### config.mk
export PLATFORM = sky130hd
export DESIGN_NAME = interval_timer
export DESIGN_NICKNAME = d
export VERILOG_FILES = /design/src/rtl/itmr_pkg.sv /design/src/rtl/itmr_counter.sv /design/src/rtl/itmr_ctrl.sv /design/src/rtl/itmr_rdport.sv /design/src/rtl/interval_timer.sv
export SDC_FILE = /design/constraint.sdc
export NUM_CORES = 1
export LEC_CHECK = 0
export ABC_AREA = 1
export ABC_CLOCK_PERIOD_IN_PS = 4300
export BUFFER_PORTS_ARGS = -buffer_cell sky130_fd_sc_hd__buf_2
export CAP_MARGIN = 20
export CORE_ASPECT_RATIO = 1.2
export CORE_MARGIN = 10
export CORE_UTILIZATION = 30
export CTS_CLUSTER_SIZE = 25
export DETAILED_ROUTE_END_ITERATION = 8
export PLACE_DENSITY = 0.5
export REMOVE_ABC_BUFFERS = 1
export SLEW_MARGIN = 20
export SYNTH_ARGS = -nofsm -noshare
export SYNTH_HDL_FRONTEND = slang
export SYNTH_SLANG_ARGS = --single-unit
### constraint.sdc
create_clock -name clk -period 4.3 [get_ports clk]
set_input_delay 0.86 -clock clk [delete_from_list [all_inputs] [get_ports clk]]
set_output_delay 0.86 -clock clk [all_outputs]
set_load 0.005 [all_outputs]
### src/rtl/itmr_pkg.sv
package itmr_pkg;

  typedef enum logic [1:0] {
    REG_COUNT = 2'd0,
    REG_CTRL  = 2'd1,
    REG_LIMIT = 2'd2,
    REG_NONE  = 2'd3
  } reg_sel_e;

  // control layout, bit 3 down to bit 0
  typedef struct packed {
    logic pend;
    logic wdog;
    logic halt_gate;
    logic irq_en;
  } tmr_ctrl_t;

  localparam int CTRL_W = 4;

  function automatic logic irq_level(input tmr_ctrl_t c);
    return c.pend & c.irq_en & ~c.wdog;
  endfunction

  function automatic logic count_advances(input tmr_ctrl_t c, input logic halted);
    return ~(c.halt_gate & halted);
  endfunction

  function automatic logic pend_next(input logic cur, input logic expiry,
                                     input logic wr, input logic wbit);
    logic n;
    n = cur;
    if (wr && !wbit) n = 1'b0;
    if (expiry) n = 1'b1;
    return n;
  endfunction

endpackage

### src/rtl/itmr_counter.sv
module itmr_counter #(
  parameter int CNT_W = 32
) (
  input  logic             clk,
  input  logic             rst_n,
  input  logic             advance,
  input  logic             wr_en,
  input  logic [CNT_W-1:0] wr_val,
  input  logic [CNT_W-1:0] limit,
  output logic [CNT_W-1:0] count,
  output logic             expiry
);

  logic [CNT_W-1:0] count_q;

  function automatic logic [CNT_W-1:0] step_count(
    input logic [CNT_W-1:0] cur,
    input logic [CNT_W-1:0] lim,
    input logic             adv,
    input logic             wr,
    input logic [CNT_W-1:0] val
  );
    if (wr) return val;
    if (!adv) return cur;
    if (cur == lim) return '0;
    return cur + 1'b1;
  endfunction

  assign expiry = advance && !wr_en && (count_q == limit);
  assign count  = count_q;

  always_ff @(posedge clk or negedge rst_n) begin
    if (!rst_n) count_q <= '0;
    else        count_q <= step_count(count_q, limit, advance, wr_en, wr_val);
  end

endmodule

### src/rtl/itmr_ctrl.sv
module itmr_ctrl
  import itmr_pkg::*;
#(
  parameter int CNT_W = 32
) (
  input  logic                clk,
  input  logic                rst_n,
  input  logic                ctrl_wr,
  input  logic [CTRL_W-1:0]   ctrl_wdata,
  input  logic                lim_wr,
  input  logic [CNT_W-1:0]    lim_wdata,
  input  logic                expiry,
  output tmr_ctrl_t           ctrl,
  output logic [CNT_W-1:0]    limit
);

  tmr_ctrl_t        ctrl_q;
  logic [CNT_W-1:0] limit_q;

  always_ff @(posedge clk or negedge rst_n) begin
    if (!rst_n) begin
      ctrl_q <= '0;
    end else begin
      if (ctrl_wr) begin
        ctrl_q.wdog      <= ctrl_wdata[2];
        ctrl_q.halt_gate <= ctrl_wdata[1];
        ctrl_q.irq_en    <= ctrl_wdata[0];
      end
      ctrl_q.pend <= pend_next(ctrl_q.pend, expiry, ctrl_wr, ctrl_wdata[3]);
    end
  end

  always_ff @(posedge clk or negedge rst_n) begin
    if (!rst_n)      limit_q <= '1;
    else if (lim_wr) limit_q <= lim_wdata;
  end

  assign ctrl  = ctrl_q;
  assign limit = limit_q;

endmodule

### src/rtl/itmr_rdport.sv
module itmr_rdport
  import itmr_pkg::*;
#(
  parameter int CNT_W = 32
) (
  input  logic             clk,
  input  logic             rst_n,
  input  logic             rd_en,
  input  reg_sel_e         sel,
  input  logic [CNT_W-1:0] count,
  input  tmr_ctrl_t        ctrl,
  input  logic [CNT_W-1:0] limit,
  output logic [CNT_W-1:0] rd_data
);

  localparam int PAD_W = CNT_W - CTRL_W;

  logic [CNT_W-1:0] rd_q;
  logic [CNT_W-1:0] ctrl_ext;

  assign ctrl_ext = {{PAD_W{1'b0}}, ctrl};

  always_ff @(posedge clk or negedge rst_n) begin
    if (!rst_n) begin
      rd_q <= '0;
    end else if (rd_en) begin
      unique case (sel)
        REG_COUNT: rd_q <= count;
        REG_CTRL:  rd_q <= ctrl_ext;
        REG_LIMIT: rd_q <= limit;
        default:   rd_q <= '0;
      endcase
    end
  end

  assign rd_data = rd_q;

endmodule

### src/rtl/interval_timer.sv
module interval_timer
  import itmr_pkg::*;
#(
  parameter int CNT_W = 32
) (
  input  logic             clk,
  input  logic             rst_n,
  input  logic             req_valid,
  input  logic             req_write,
  input  logic [1:0]       req_addr,
  input  logic [CNT_W-1:0] req_wdata,
  output logic [CNT_W-1:0] rd_data,
  input  logic             cpu_halted,
  output logic             irq,
  output logic             wdt_reset
);

  reg_sel_e         sel;
  logic             cnt_wr, ctrl_wr, lim_wr, rd_en;
  logic             advance, expiry;
  logic [CNT_W-1:0] count_q, limit_q;
  tmr_ctrl_t        ctrl_q;
  logic             wdt_q;

  assign sel     = reg_sel_e'(req_addr);
  assign cnt_wr  = req_valid && req_write && (sel == REG_COUNT);
  assign ctrl_wr = req_valid && req_write && (sel == REG_CTRL);
  assign lim_wr  = req_valid && req_write && (sel == REG_LIMIT);
  assign rd_en   = req_valid && !req_write;
  assign advance = count_advances(ctrl_q, cpu_halted);

  itmr_counter #(.CNT_W(CNT_W)) counter_i (
    .clk     (clk),
    .rst_n   (rst_n),
    .advance (advance),
    .wr_en   (cnt_wr),
    .wr_val  (req_wdata),
    .limit   (limit_q),
    .count   (count_q),
    .expiry  (expiry)
  );

  itmr_ctrl #(.CNT_W(CNT_W)) ctrl_i (
    .clk        (clk),
    .rst_n      (rst_n),
    .ctrl_wr    (ctrl_wr),
    .ctrl_wdata (req_wdata[CTRL_W-1:0]),
    .lim_wr     (lim_wr),
    .lim_wdata  (req_wdata),
    .expiry     (expiry),
    .ctrl       (ctrl_q),
    .limit      (limit_q)
  );

  itmr_rdport #(.CNT_W(CNT_W)) rdport_i (
    .clk     (clk),
    .rst_n   (rst_n),
    .rd_en   (rd_en),
    .sel     (sel),
    .count   (count_q),
    .ctrl    (ctrl_q),
    .limit   (limit_q),
    .rd_data (rd_data)
  );

  always_ff @(posedge clk or negedge rst_n) begin
    if (!rst_n) wdt_q <= 1'b0;
    else        wdt_q <= expiry && ctrl_q.wdog;
  end

  assign wdt_reset = wdt_q;
  assign irq       = irq_level(ctrl_q);

endmodule

==> summary.md, run 1 <==
| Metric | Value |
|---|---|
| Worst Hold Slack | `0.485 ns` |
| Clock root cell | `clkbuf_16` |
| DR pass1 iterations | `5` |
| R2r worst-path depth | `6` |
| Tot GR Track Use | `0.136` |
| DR DRC count | `0` |
| Top achievable clock speed | `396 MHz` |
| Vias in the first global route | `5,418` |
| Crit path launch | `req_addr[1]` |
| Tmin final | `2.52 ns` |
| # setup viols final | `0` |
| Routed Antenna Nets | `0` |
| Total Routed Length | `17,300 µm` |
| Post-cts sizing count | `0` |
| Dpl hpwl | `12,200 µm` |
| Antenna cells | `0` |
| Port buffer count | `72` |
| Vias per cell | `4.59` |
| Insertion delay to the later sink of the worst-skew pair | `0.37 ns` |
| Clock tree from TritonCTS | `done` |
| FF+latch area | `2570 µm²` |
| Setup ws final | `1.78 ns` |
| Post-Place Cells | `1,121` |
| Top-Level Pins | `73` |
| Initial core utilization | `0.306` |
| Fillers | `2,198` |
| Critical Path Slowest Stage Cell | `inv_2` |
| Die Wd | `149 µm` |
| Reg clk slew, reported paths | `0.07 ns` |
| Total grt overflow | `0` |
| Initial DRC count | `310` |
| CTS Hold Bufs | `0` |
| Leak | `0.00327 µW` |
| Worst Max-Slew Pin Slew | `0.942 ns` |
| MaxCap Viol Count | `0` |
| Slew Limit Fails | `0` |
| Worst EP required | `4.60 ns` |
| Count of final hold-check violations | `0` |
| Sum Neg Setup Slack | `0 ns` |
| Area Growth Syn to Fin | `14.5%` |
| Maximum net fanout on the critical path | `40` |
| Worst min path class | `flip-flop to flip-flop` |
| Num CTS Buffers | `9` |
| DIE AREA | `26,100 µm²` |
| CORE AREA | `19,600 µm²` |
| Critical path endpoint category | `flip-flop` |
| Wire per inst | `15.2 µm` |
| First-pass GRT wire length | `28,300 µm` |
| YS warnings | `0` |
| Synthesized area per cell | `7.30 µm²` |
| Maximum VDD drop | `0.195 mV` |
| Critical Path Sink | `counter_i.count[22]$_DFFE_PN0P_` |
| Clock tree sinks | `101` |
| Routability cong. | `0.841` |
| Multi-input gate area | `2770 µm²` |
| Pin count of the biggest net entering global routing | `72` |
| Layout cell share with drive strength beyond 1 | `0.188` |
| Gate Count Post-Synth | `821` |
| End of the worst register-to-register path | `counter_i.count[20]$_DFFE_PN0P_` |
| Register area share after synthesis | `0.428` |
| Row count | `56` |
| # Post-CTS Setup Buffers | `0` |
| Netlist cell types | `34` |
| CP arrival | `2.83 ns` |
| Worst reg2reg startpoint | `ctrl_i.ctrl[1]$_DFFE_PN0N_` |
| Critical Path Start Type | `input pin` |
| Crit path largest cell delay | `0.53 ns` |
| Synth Cell Area | `6000 µm²` |
| R2r setup slk | `2.23 ns` |
| Die Ht | `175 µm` |
| H-tree depth | `3` |
| CP cell instances | `buf_2 > nor2_2 > inv_2 > nor2_4 > inv_2 > nand2_1 > buf_4 > o22ai_1 > inv_1 > nand2_1` |
| Final Cycle Share | `0.587` |
| Setup Skew | `0.00915 ns` |
| Clock Path Buffers | `2` |
| Layout net count | `911` |
| Pwr dens | `503 nW/µm²` |
| Dpl ws | `1.40 ns` |
| Vias | `5,220` |
| #FFs+latches synth | `101` |
| Outcome | `finished, final reports clean` |
| Relative slew slack | `0.372` |
| Initial antenna violation count | `0` |
| Non-filler instance count after layout | `1,137` |
| RSZ-0062 raised after global routing | `false` |
| Crit path kind | `input pin to flip-flop` |
-- registers in the layout, indices dropped and copies added, names as in the netlist --
register	cells
wdt_reset	1
counter_i.count	32
rdport_i.rd_data	32
ctrl_i.limit	32
ctrl_i.ctrl	4
-- stage by stage --
step	utilization	cell area (µm²)	total power (µW)
floorplan	-	5770	2210
global placement	0.333	6540	2560
detailed placement	0.333	6540	2570
CTS	0.350	6870	3510
global route	0.350	6870	3730
finish	0.350	6870	3460
-- per-layer routing --
layer | global-route usage | up-vias | share of wire
li1 | - | 2675 | -
met1 | 0.162 | 2469 | 0.45
met2 | 0.236 | 61 | 0.51
met3 | 0.0266 | 15 | 0.028
met4 | 0.0491 | 0 | 0.015
met5 | 0 | - | 0
-- cell usage in the layout (no fill, tap or decap), types with 6 or more instances in the layout --
cell / netlist / routed
buf_4: 1 / 10
inv_1: 111 / 111
nand2_2: 6 / 7
clkbuf_16: 0 / 9
nand2_1: 221 / 220
dfstp_2: 32 / 32
nor2_4: 10 / 10
nor2_1: 72 / 70
a21oi_1: 57 / 57
xor2_1: 18 / 18
buf_2: 20 / 71
o22ai_1: 23 / 23
inv_2: 6 / 6
xnor2_1: 22 / 22
o21ai_0: 48 / 48
dfrtp_1: 69 / 69
nand3_1: 56 / 56
nor2_2: 7 / 9
-- how the worst min path moves through the flow --
| stage | startpoint | endpoint | slack, ns | cells past startpoint |
|---|---|---|---|---|
| 6_report | rdport_i.rd_data[2]$_DFFE_PN0P_ | rdport_i.rd_data[2]$_DFFE_PN0P_ | 0.49 | 2 |
| 5_1_grt | ctrl_i.limit[8]$_DFFE_PN1P_ | ctrl_i.limit[8]$_DFFE_PN1P_ | 0.50 | 2 |
| 4_1_cts | ctrl_i.limit[8]$_DFFE_PN1P_ | ctrl_i.limit[8]$_DFFE_PN1P_ | 0.49 | 2 |
| 3_5_place_dp | rdport_i.rd_data[2]$_DFFE_PN0P_ | rdport_i.rd_data[2]$_DFFE_PN0P_ | 0.48 | 2 |
| 3_3_place_gp | rdport_i.rd_data[2]$_DFFE_PN0P_ | rdport_i.rd_data[2]$_DFFE_PN0P_ | 0.47 | 2 |
| 2_1_floorplan | ctrl_i.limit[7]$_DFFE_PN1P_ | ctrl_i.limit[7]$_DFFE_PN1P_ | 0.46 | 2 |
-- layout make-up --
type	instances	share of cell area
repair buffers	81	0.0627
clock inverters	4	0.0102
inverters	119	0.0651
well taps	261	0.0476
multi-input cells	559	0.403
clock buffers	12	0.0374
flip-flops and latches	101	0.374
-- cell usage after synthesis --
master,number,area (µm²)
o21ai_0,48,240
and2_1,1,6.26
nand2_1,221,830
nand3b_1,1,7.51
inv_1,111,417
xnor2_1,22,193
a21oi_1,57,285
nand3_1,56,280
nand4_1,5,31.3
o22ai_1,23,144
nand2_2,6,37.5
buf_6,4,45.0
nor2_2,7,43.8
nor2_8,1,20.0
dfstp_2,32,841
nand2_4,2,22.5
ha_1,1,12.5
clkbuf_2,4,20.0
dfrtp_1,69,1730
buf_2,20,100
clkbuf_1,12,45.0
nor2_4,10,113
nor2_1,72,270
nor3_2,1,10.0
buf_4,1,7.51
buf_1,1,3.75
xor2_1,18,158
a31oi_1,1,6.26
a221oi_1,3,26.3
clkinv_1,2,7.51
o21ai_1,1,5.00
inv_2,6,22.5
nand3_2,1,10.0
a22o_1,1,8.76
-- worst max-delay path, delay by kind of cell --
kind            cells  cell delay (ns)
simple gates        4             0.67
buf+inv             5             1.14
compound gates      1             0.14
-- kinds of logic after synthesis --
kind of cell    synth area share
compound gates             0.119
fa+ha+maj                0.00209
simple gates               0.280
xor+xnor                  0.0584
flops                      0.428
buf+inv                    0.111
-- power by group --
part / internal, µW / switching [µW]
registers: 1230 / 334
clock network: 541 / 379
logic: 422 / 549
total: 2200 / 1260
(Power assumes the default switching activity.)
==> run 2, diff against run 1 <==
- ABC_CLOCK_PERIOD_IN_PS: 4300 -> 2600
- clock period: 4.3 -> 2.6 ns (I/O delays scaled with it)
==> summary.md, run 2 (synthesis results as in run 1) <==
| Metric | Value |
|---|---|
| Initial DRC count | `283 (was 310)` |
| CTS Hold Bufs | `0 (unchanged)` |
| Clock tree from TritonCTS | `done (unchanged)` |
| Total Routed Length | `17,400 µm (was 17,300 µm)` |
| DR pass1 iterations | `4 (was 5)` |
| Critical path endpoint category | `flip-flop (unchanged)` |
| Worst min path class | `input pin to async pin (was flip-flop to flip-flop)` |
| Switch share | `0.370 (was 0.365)` |
| CP arrival | `2.06 ns (was 2.83 ns)` |
| Clock root cell | `clkbuf_16 (unchanged)` |
| Switching power | `2100 µW (was 1260 µW)` |
| H-tree depth | `3 (unchanged)` |
| Worst Max-Slew Pin Slew | `0.703 ns (was 0.942 ns)` |
| # Post-CTS Setup Buffers | `0 (unchanged)` |
| DIE AREA | `26,100 µm² (unchanged)` |
| Comb power frac | `0.286 (was 0.281)` |
| Insertion delay to the later sink of the worst-skew pair | `0.37 ns (about the same)` |
| Clock Path Buffers | `2 (unchanged)` |
| CP cell instances | `xnor2_1 > nand2_1 > nor2_1 > nand2_1 > nor2_2 > nand2_4 > nand3_1 > nand2_1 (was buf_2 > nor2_2 > inv_2 > nor2_4 > inv_2 > nand2_1 > buf_4 > o22ai_1 > inv_1 > nand2_1)` |
| Crit path kind | `flip-flop to flip-flop (was input pin to flip-flop)` |
| Worst EP required | `2.86 ns (was 4.60 ns)` |
| Total grt overflow | `0 (unchanged)` |
| Crit path launch | `ctrl_i.limit[21]$_DFFE_PN1P_ (was req_addr[1])` |
| Area of placed instances | `6600 µm² (was 6540 µm²)` |
| Dpl ws | `0.446 ns (was 1.40 ns)` |
| Pin count of the biggest net entering global routing | `44 (was 72)` |
| Vias in the first global route | `5,492 (was 5,418)` |
| CP dominant cell by count | `nand2_1` |
| Die Wd | `149 µm (unchanged)` |
| Internal power | `3590 µW (was 2200 µW)` |
| Routed Antenna Nets | `0 (unchanged)` |
| Wire per inst | `15.2 µm (about the same)` |
| Critical Path Start Type | `flip-flop (was input pin)` |
| Layout net count | `918 (was 911)` |
| Antenna cells | `0 (unchanged)` |
| Top-Level Pins | `73 (unchanged)` |
| # setup viols final | `0 (unchanged)` |
| Row count | `56 (unchanged)` |
| MaxCap Viol Count | `0 (unchanged)` |
| Outcome | `finished, final reports clean (unchanged)` |
| Vias | `5,227 (was 5,220)` |
| Reg power frac | `0.454 (was 0.453)` |
| Layout cell share with drive strength beyond 1 | `0.196 (was 0.188)` |
| Cell area after layout | `6920 µm² (was 6870 µm²)` |
| First-pass GRT wire length | `28,800 µm (was 28,300 µm)` |
| Die Ht | `175 µm (unchanged)` |
| Most common cell after layout, fill and taps aside | `nand2_1 (unchanged)` |
| Maximum net fanout on the critical path | `34 (was 40)` |
| Vias per cell | `4.57 (was 4.59)` |
| Routability cong. | `0.841 (about the same)` |
| Initial antenna violation count | `0 (unchanged)` |
| Commonest non-fill, non-tap cells in the layout | `nand2_1, inv_1, buf_2 (unchanged)` |
| Initial core utilization | `0.306 (unchanged)` |
| Clock network power share | `0.260 (was 0.266)` |
| Area Growth Syn to Fin | `15.4% (was 14.5%)` |
| DR DRC count | `0 (unchanged)` |
| Tot GR Track Use | `0.138 (was 0.136)` |
| Crit path largest cell delay | `0.55 ns (was 0.53 ns)` |
| Slew Limit Fails | `0 (unchanged)` |
| RSZ-0062 raised after global routing | `false (unchanged)` |
| Leak | `0.00329 µW (was 0.00327 µW)` |
| Tmin final | `1.81 ns` |
| Worst reg2reg startpoint | `ctrl_i.limit[21]$_DFFE_PN1P_ (was ctrl_i.ctrl[1]$_DFFE_PN0N_)` |
| Count of final hold-check violations | `0 (unchanged)` |
| Clock tree sinks | `101 (unchanged)` |
| Post-cts sizing count | `0 (unchanged)` |
| Relative slew slack | `0.531 (was 0.372)` |
| Setup Skew | `0.00974 ns (was 0.00915 ns)` |
| Final Cycle Share | `0.696` |
| Dpl hpwl | `12,500 µm (was 12,200 µm)` |
| CORE AREA | `19,600 µm² (unchanged)` |
| Reg clk slew, reported paths | `0.08 ns (was 0.07 ns)` |
| Num CTS Buffers | `9 (unchanged)` |
| Top achievable clock speed | `553 MHz` |
| Maximum VDD drop | `0.322 mV (was 0.195 mV)` |
| Port buffer count | `72 (unchanged)` |
| Critical Path Slowest Stage Cell | `dfstp_2 (was inv_2)` |
| Setup ws final | `0.791 ns (was 1.78 ns)` |
| Pwr dens | `823 nW/µm² (was 503 nW/µm²)` |
## run 2: per-stage QoR
stage	total power, µW	utilization	hold slack [ns]	cells	TNS (ns)
after floorplan	3660	-	0.224	779	-10.90
after global placement	4260	0.337	0.468	1128	0
after detailed placement	4270	0.337	0.468	1128	0
after global routing	6140	0.353	0.0947	1144	0
final	5690	0.353	0.0731	1144	0
after CTS	5790	0.353	0.0745	1144	0
## run 2: worst max-delay path: cells and delay by family, from the launching register on
| family | cells | cell delay (ns) |
|---|---|---|
| DFF | 1 | 0.55 |
| xor gates and xnor gates | 1 | 0.13 |
| and+or+nand+nor | 7 | 1.00 |
## run 2: power groups by stage
stage / Sequential [µW] / Combinational (µW) / Clock [µW]
global placement: 2610 / 1640 / 0
CTS: 2590 / 1660 / 1530
floorplan: 2460 / 1190 / 0
global route: 2660 / 1910 / 1570
finish: 2580 / 1630 / 1480
detailed placement: 2620 / 1660 / 0
## run 2: layer usage
metal | up-vias | GRT usage | wire [µm]
li1 | 2687 | - | -
met2 | 80 | 0.236 | 8720
met3 | 19 | 0.0295 | 787
met1 | 2441 | 0.166 | 7550
met4 | 0 | 0.0504 | 313
met5 | - | 0 | 0
## run 2: final timing paths
path,cells after the start,slack (ns),to
worst max-delay path,8,0.79,counter_i.count[13]$_DFFE_PN0P_
worst min-delay path,1,0.07,rdport_i.rd_data[22]$_DFFE_PN0P_
max in group asynchronous,2,1.85,ctrl_i.limit[1]$_DFFE_PN1P_
min in group clk,3,0.40,ctrl_i.limit[7]$_DFFE_PN1P_
worst min register to register,2,0.48,rdport_i.rd_data[2]$_DFFE_PN0P_
worst max register to register,8,0.79,counter_i.count[13]$_DFFE_PN0P_
## run 2: layout make-up
cell class	instances	area, µm²
clock buffer	9	225
inverter	119	447
multi-input combinational	559	2770
sequential	101	2570
clock inverter	7	90.1
tap	261	327
timing repair buffer	88	495
fill	2169	12700
==> run 3, diff against run 2 <==
- ABC_CLOCK_PERIOD_IN_PS: 2600 -> 1520
- PLACE_DENSITY: 0.5 -> 0.51
- clock period: 2.6 -> 1.52 ns (I/O delays scaled with it)
==> summary.md, run 3 (synthesis results as in run 1) <==
| Metric | Value |
|---|---|
| DR WL met3 | `573 µm (was 787 µm)` |
| Slew Limit Fails | `0 (unchanged)` |
| RSZ-0062 raised after global routing | `true (was false)` |
| Routed met2 length | `9390 µm (was 8720 µm)` |
| Top-Level Pins | `73 (unchanged)` |
| Vias in the first global route | `5,930 (was 5,492)` |
| Clock tree sinks | `101 (unchanged)` |
| MaxCap Viol Count | `0 (unchanged)` |
| Worst Max-Slew Pin Slew | `0.383 ns (was 0.703 ns)` |
| Port buffer count | `72 (unchanged)` |
| Outcome | `finished with violations (was finished, final reports clean)` |
| Dpl ws | `-0.274 ns (was 0.446 ns)` |
| Area of placed instances | `7440 µm² (was 6600 µm²)` |
| Worst min path class | `input pin to flip-flop (was input pin to async pin)` |
| Maximum net fanout on the critical path | `4 (was 34)` |
| Leak | `0.00386 µW (was 0.00329 µW)` |
| Setup Skew | `0.0119 ns (was 0.00974 ns)` |
| Area Growth Syn to Fin | `31.2% (was 15.4%)` |
| Die Wd | `149 µm (unchanged)` |
| Setup ws final | `-0.0992 ns (was 0.791 ns)` |
| Crit path kind | `flip-flop to flip-flop (unchanged)` |
| Num CTS Buffers | `9 (unchanged)` |
| Vias | `5,643 (was 5,227)` |
| Violated checks | `negative setup slack` |
| Total grt overflow | `0 (unchanged)` |
| Initial DRC count | `223 (was 283)` |
| Clock Path Buffers | `2 (unchanged)` |
| Cell area after layout | `7870 µm² (was 6920 µm²)` |
| Count of final hold-check violations | `0 (unchanged)` |
| Routability cong. | `0.882 (was 0.841)` |
| Clock tree from TritonCTS | `done (unchanged)` |
| Commonest non-fill, non-tap cells in the layout | `nand2_1, inv_1, buf_4 (was nand2_1, inv_1, buf_2)` |
| Uppermost layer routed | `met4 (unchanged)` |
| Reg clk slew, reported paths | `0.07 ns (was 0.08 ns)` |
| Final Cycle Share | `1.07 (was 0.696)` |
| H-tree depth | `3 (unchanged)` |
| Pin count of the biggest net entering global routing | `51 (was 44)` |
| DR DRC count | `0 (unchanged)` |
| Metal-1 WL | `7740 µm (was 7550 µm)` |
| Worst EP required | `1.82 ns (was 2.86 ns)` |
| Critical path endpoint category | `flip-flop (unchanged)` |
| CP arrival | `1.92 ns (was 2.06 ns)` |
| Fillers | `2,117 (was 2,169)` |
| Initial antenna violation count | `0 (unchanged)` |
| DR pass1 iterations | `4 (unchanged)` |
| Insertion delay to the later sink of the worst-skew pair | `0.36 ns (was 0.37 ns)` |
| Antenna cells | `0 (unchanged)` |
| Maximum VDD drop | `0.599 mV (was 0.322 mV)` |
| Routed Antenna Nets | `0 (unchanged)` |
| First-pass GRT wire length | `29,600 µm (was 28,800 µm)` |
| DIE AREA | `26,100 µm² (unchanged)` |
| Dpl hpwl | `13,400 µm (was 12,500 µm)` |
| Relative slew slack | `0.744 (was 0.531)` |
| Die Ht | `175 µm (unchanged)` |
| Initial core utilization | `0.306 (unchanged)` |
| Row count | `56 (unchanged)` |
| Most common cell after layout, fill and taps aside | `nand2_1 (unchanged)` |
| Tot GR Track Use | `0.141 (was 0.138)` |
| Layout net count | `1,018 (was 918)` |
| Top achievable clock speed | `618 MHz (was 553 MHz)` |
| Pwr Total | `11,100 µW (was 5690 µW)` |
| Pwr dens | `1410 nW/µm² (was 823 nW/µm²)` |
| # setup viols final | `34 (was 0)` |
| Total Routed Length | `17,900 µm (was 17,400 µm)` |
| CORE AREA | `19,600 µm² (unchanged)` |
| Layout cell share with drive strength beyond 1 | `0.295 (was 0.196)` |
| Wire per inst | `14.4 µm (was 15.2 µm)` |
| Critical Path Start Type | `flip-flop (unchanged)` |
| Tmin final | `1.62 ns (was 1.81 ns)` |
| Vias per cell | `4.54 (was 4.57)` |
| Clock root cell | `clkbuf_16 (unchanged)` |
run 3: cell types whose count changed in the layout (fill, tap and decap cells not counted), moves of 5 or more:
| cell | delta |
|---|---|
| buf_4 | +91 |
| nand3_1 | -9 |
| nand3_2 | +9 |
| buf_12 | +8 |
| nor2_1 | -5 |
run 3: final timing paths:
kind | start | end | slack (ns) | depth (start not counted)
setup / recovery | counter_i.count[1]$_DFFE_PN0P_ | counter_i.count[18]$_DFFE_PN0P_ | -0.1 | 8
hold / removal | req_wdata[7] | ctrl_i.limit[7]$_DFFE_PN1P_ | 0.19 | 3
setup reg to reg | counter_i.count[1]$_DFFE_PN0P_ | counter_i.count[18]$_DFFE_PN0P_ | -0.1 | 8
hold reg to reg | rdport_i.rd_data[2]$_DFFE_PN0P_ | rdport_i.rd_data[2]$_DFFE_PN0P_ | 0.49 | 2
max in group asynchronous | rst_n | ctrl_i.limit[15]$_DFFE_PN1P_ | 0.47 | 3
min in group asynchronous | rst_n | counter_i.count[20]$_DFFE_PN0P_ | 0.40 | 2
run 3: timing repair:
action / CTS / global route
endpoints found under the hold margin: 16 / 0
hold buffers: 1 / 0
buffers inserted: 0 / 1
pin swaps: 6 / 11
endpoints found under the setup margin: 34 / 34
gates resized for setup: 11 / 16
run 3: per-stage QoR:
| step | TNS [ns] | hold slack (ns) | util | instances |
|---|---|---|---|---|
| finish | -2.16 | 0.193 | 0.401 | 1243 |
| CTS | -3.30 | 0.176 | 0.397 | 1242 |
| detailed placement | -8.81 | 0.243 | 0.379 | 1226 |
| global placement | -9.15 | 0.242 | 0.379 | 1226 |
| global route | -6.05 | 0.174 | 0.401 | 1243 |
| floorplan | -81.21 | 0.00841 | - | 779 |
run 3: metal layers:
layer	up-vias	GRT usage
met5	-	0
met4	0	0.0381
li1	2885	-
met2	70	0.254
met3	13	0.0282
met1	2675	0.163
run 3: layout make-up:
| class | count | area (µm²) | share of cell area |
|---|---|---|---|
| clock buffers | 13 | 250 | 0.0318 |
| clock inverters | 2 | 60.1 | 0.00763 |
| multi-input cells | 559 | 2870 | 0.364 |
| flip-flops and latches | 101 | 2570 | 0.327 |
| well taps | 261 | 327 | 0.0415 |
| inverters | 119 | 447 | 0.0568 |
| repair buffers | 188 | 1350 | 0.171 |
run 3: report_power, final:
part / switching [µW] / leakage, µW / internal (µW)
Combinational: 2220 / 0.00252 / 2230
Sequential: 602 / 0.00119 / 3490
Clock: 1040 / 0.000150 / 1480
run 3: critical path, stage by stage (launching register included):
cell,delay [ns]
dfrtp_1,0.41
ha_2,0.21
inv_1,0.07
nor2_4,0.15
nand3b_1,0.17
nor2_1,0.16
xor2_1,0.22
nand3_2,0.10
nand2_1,0.07
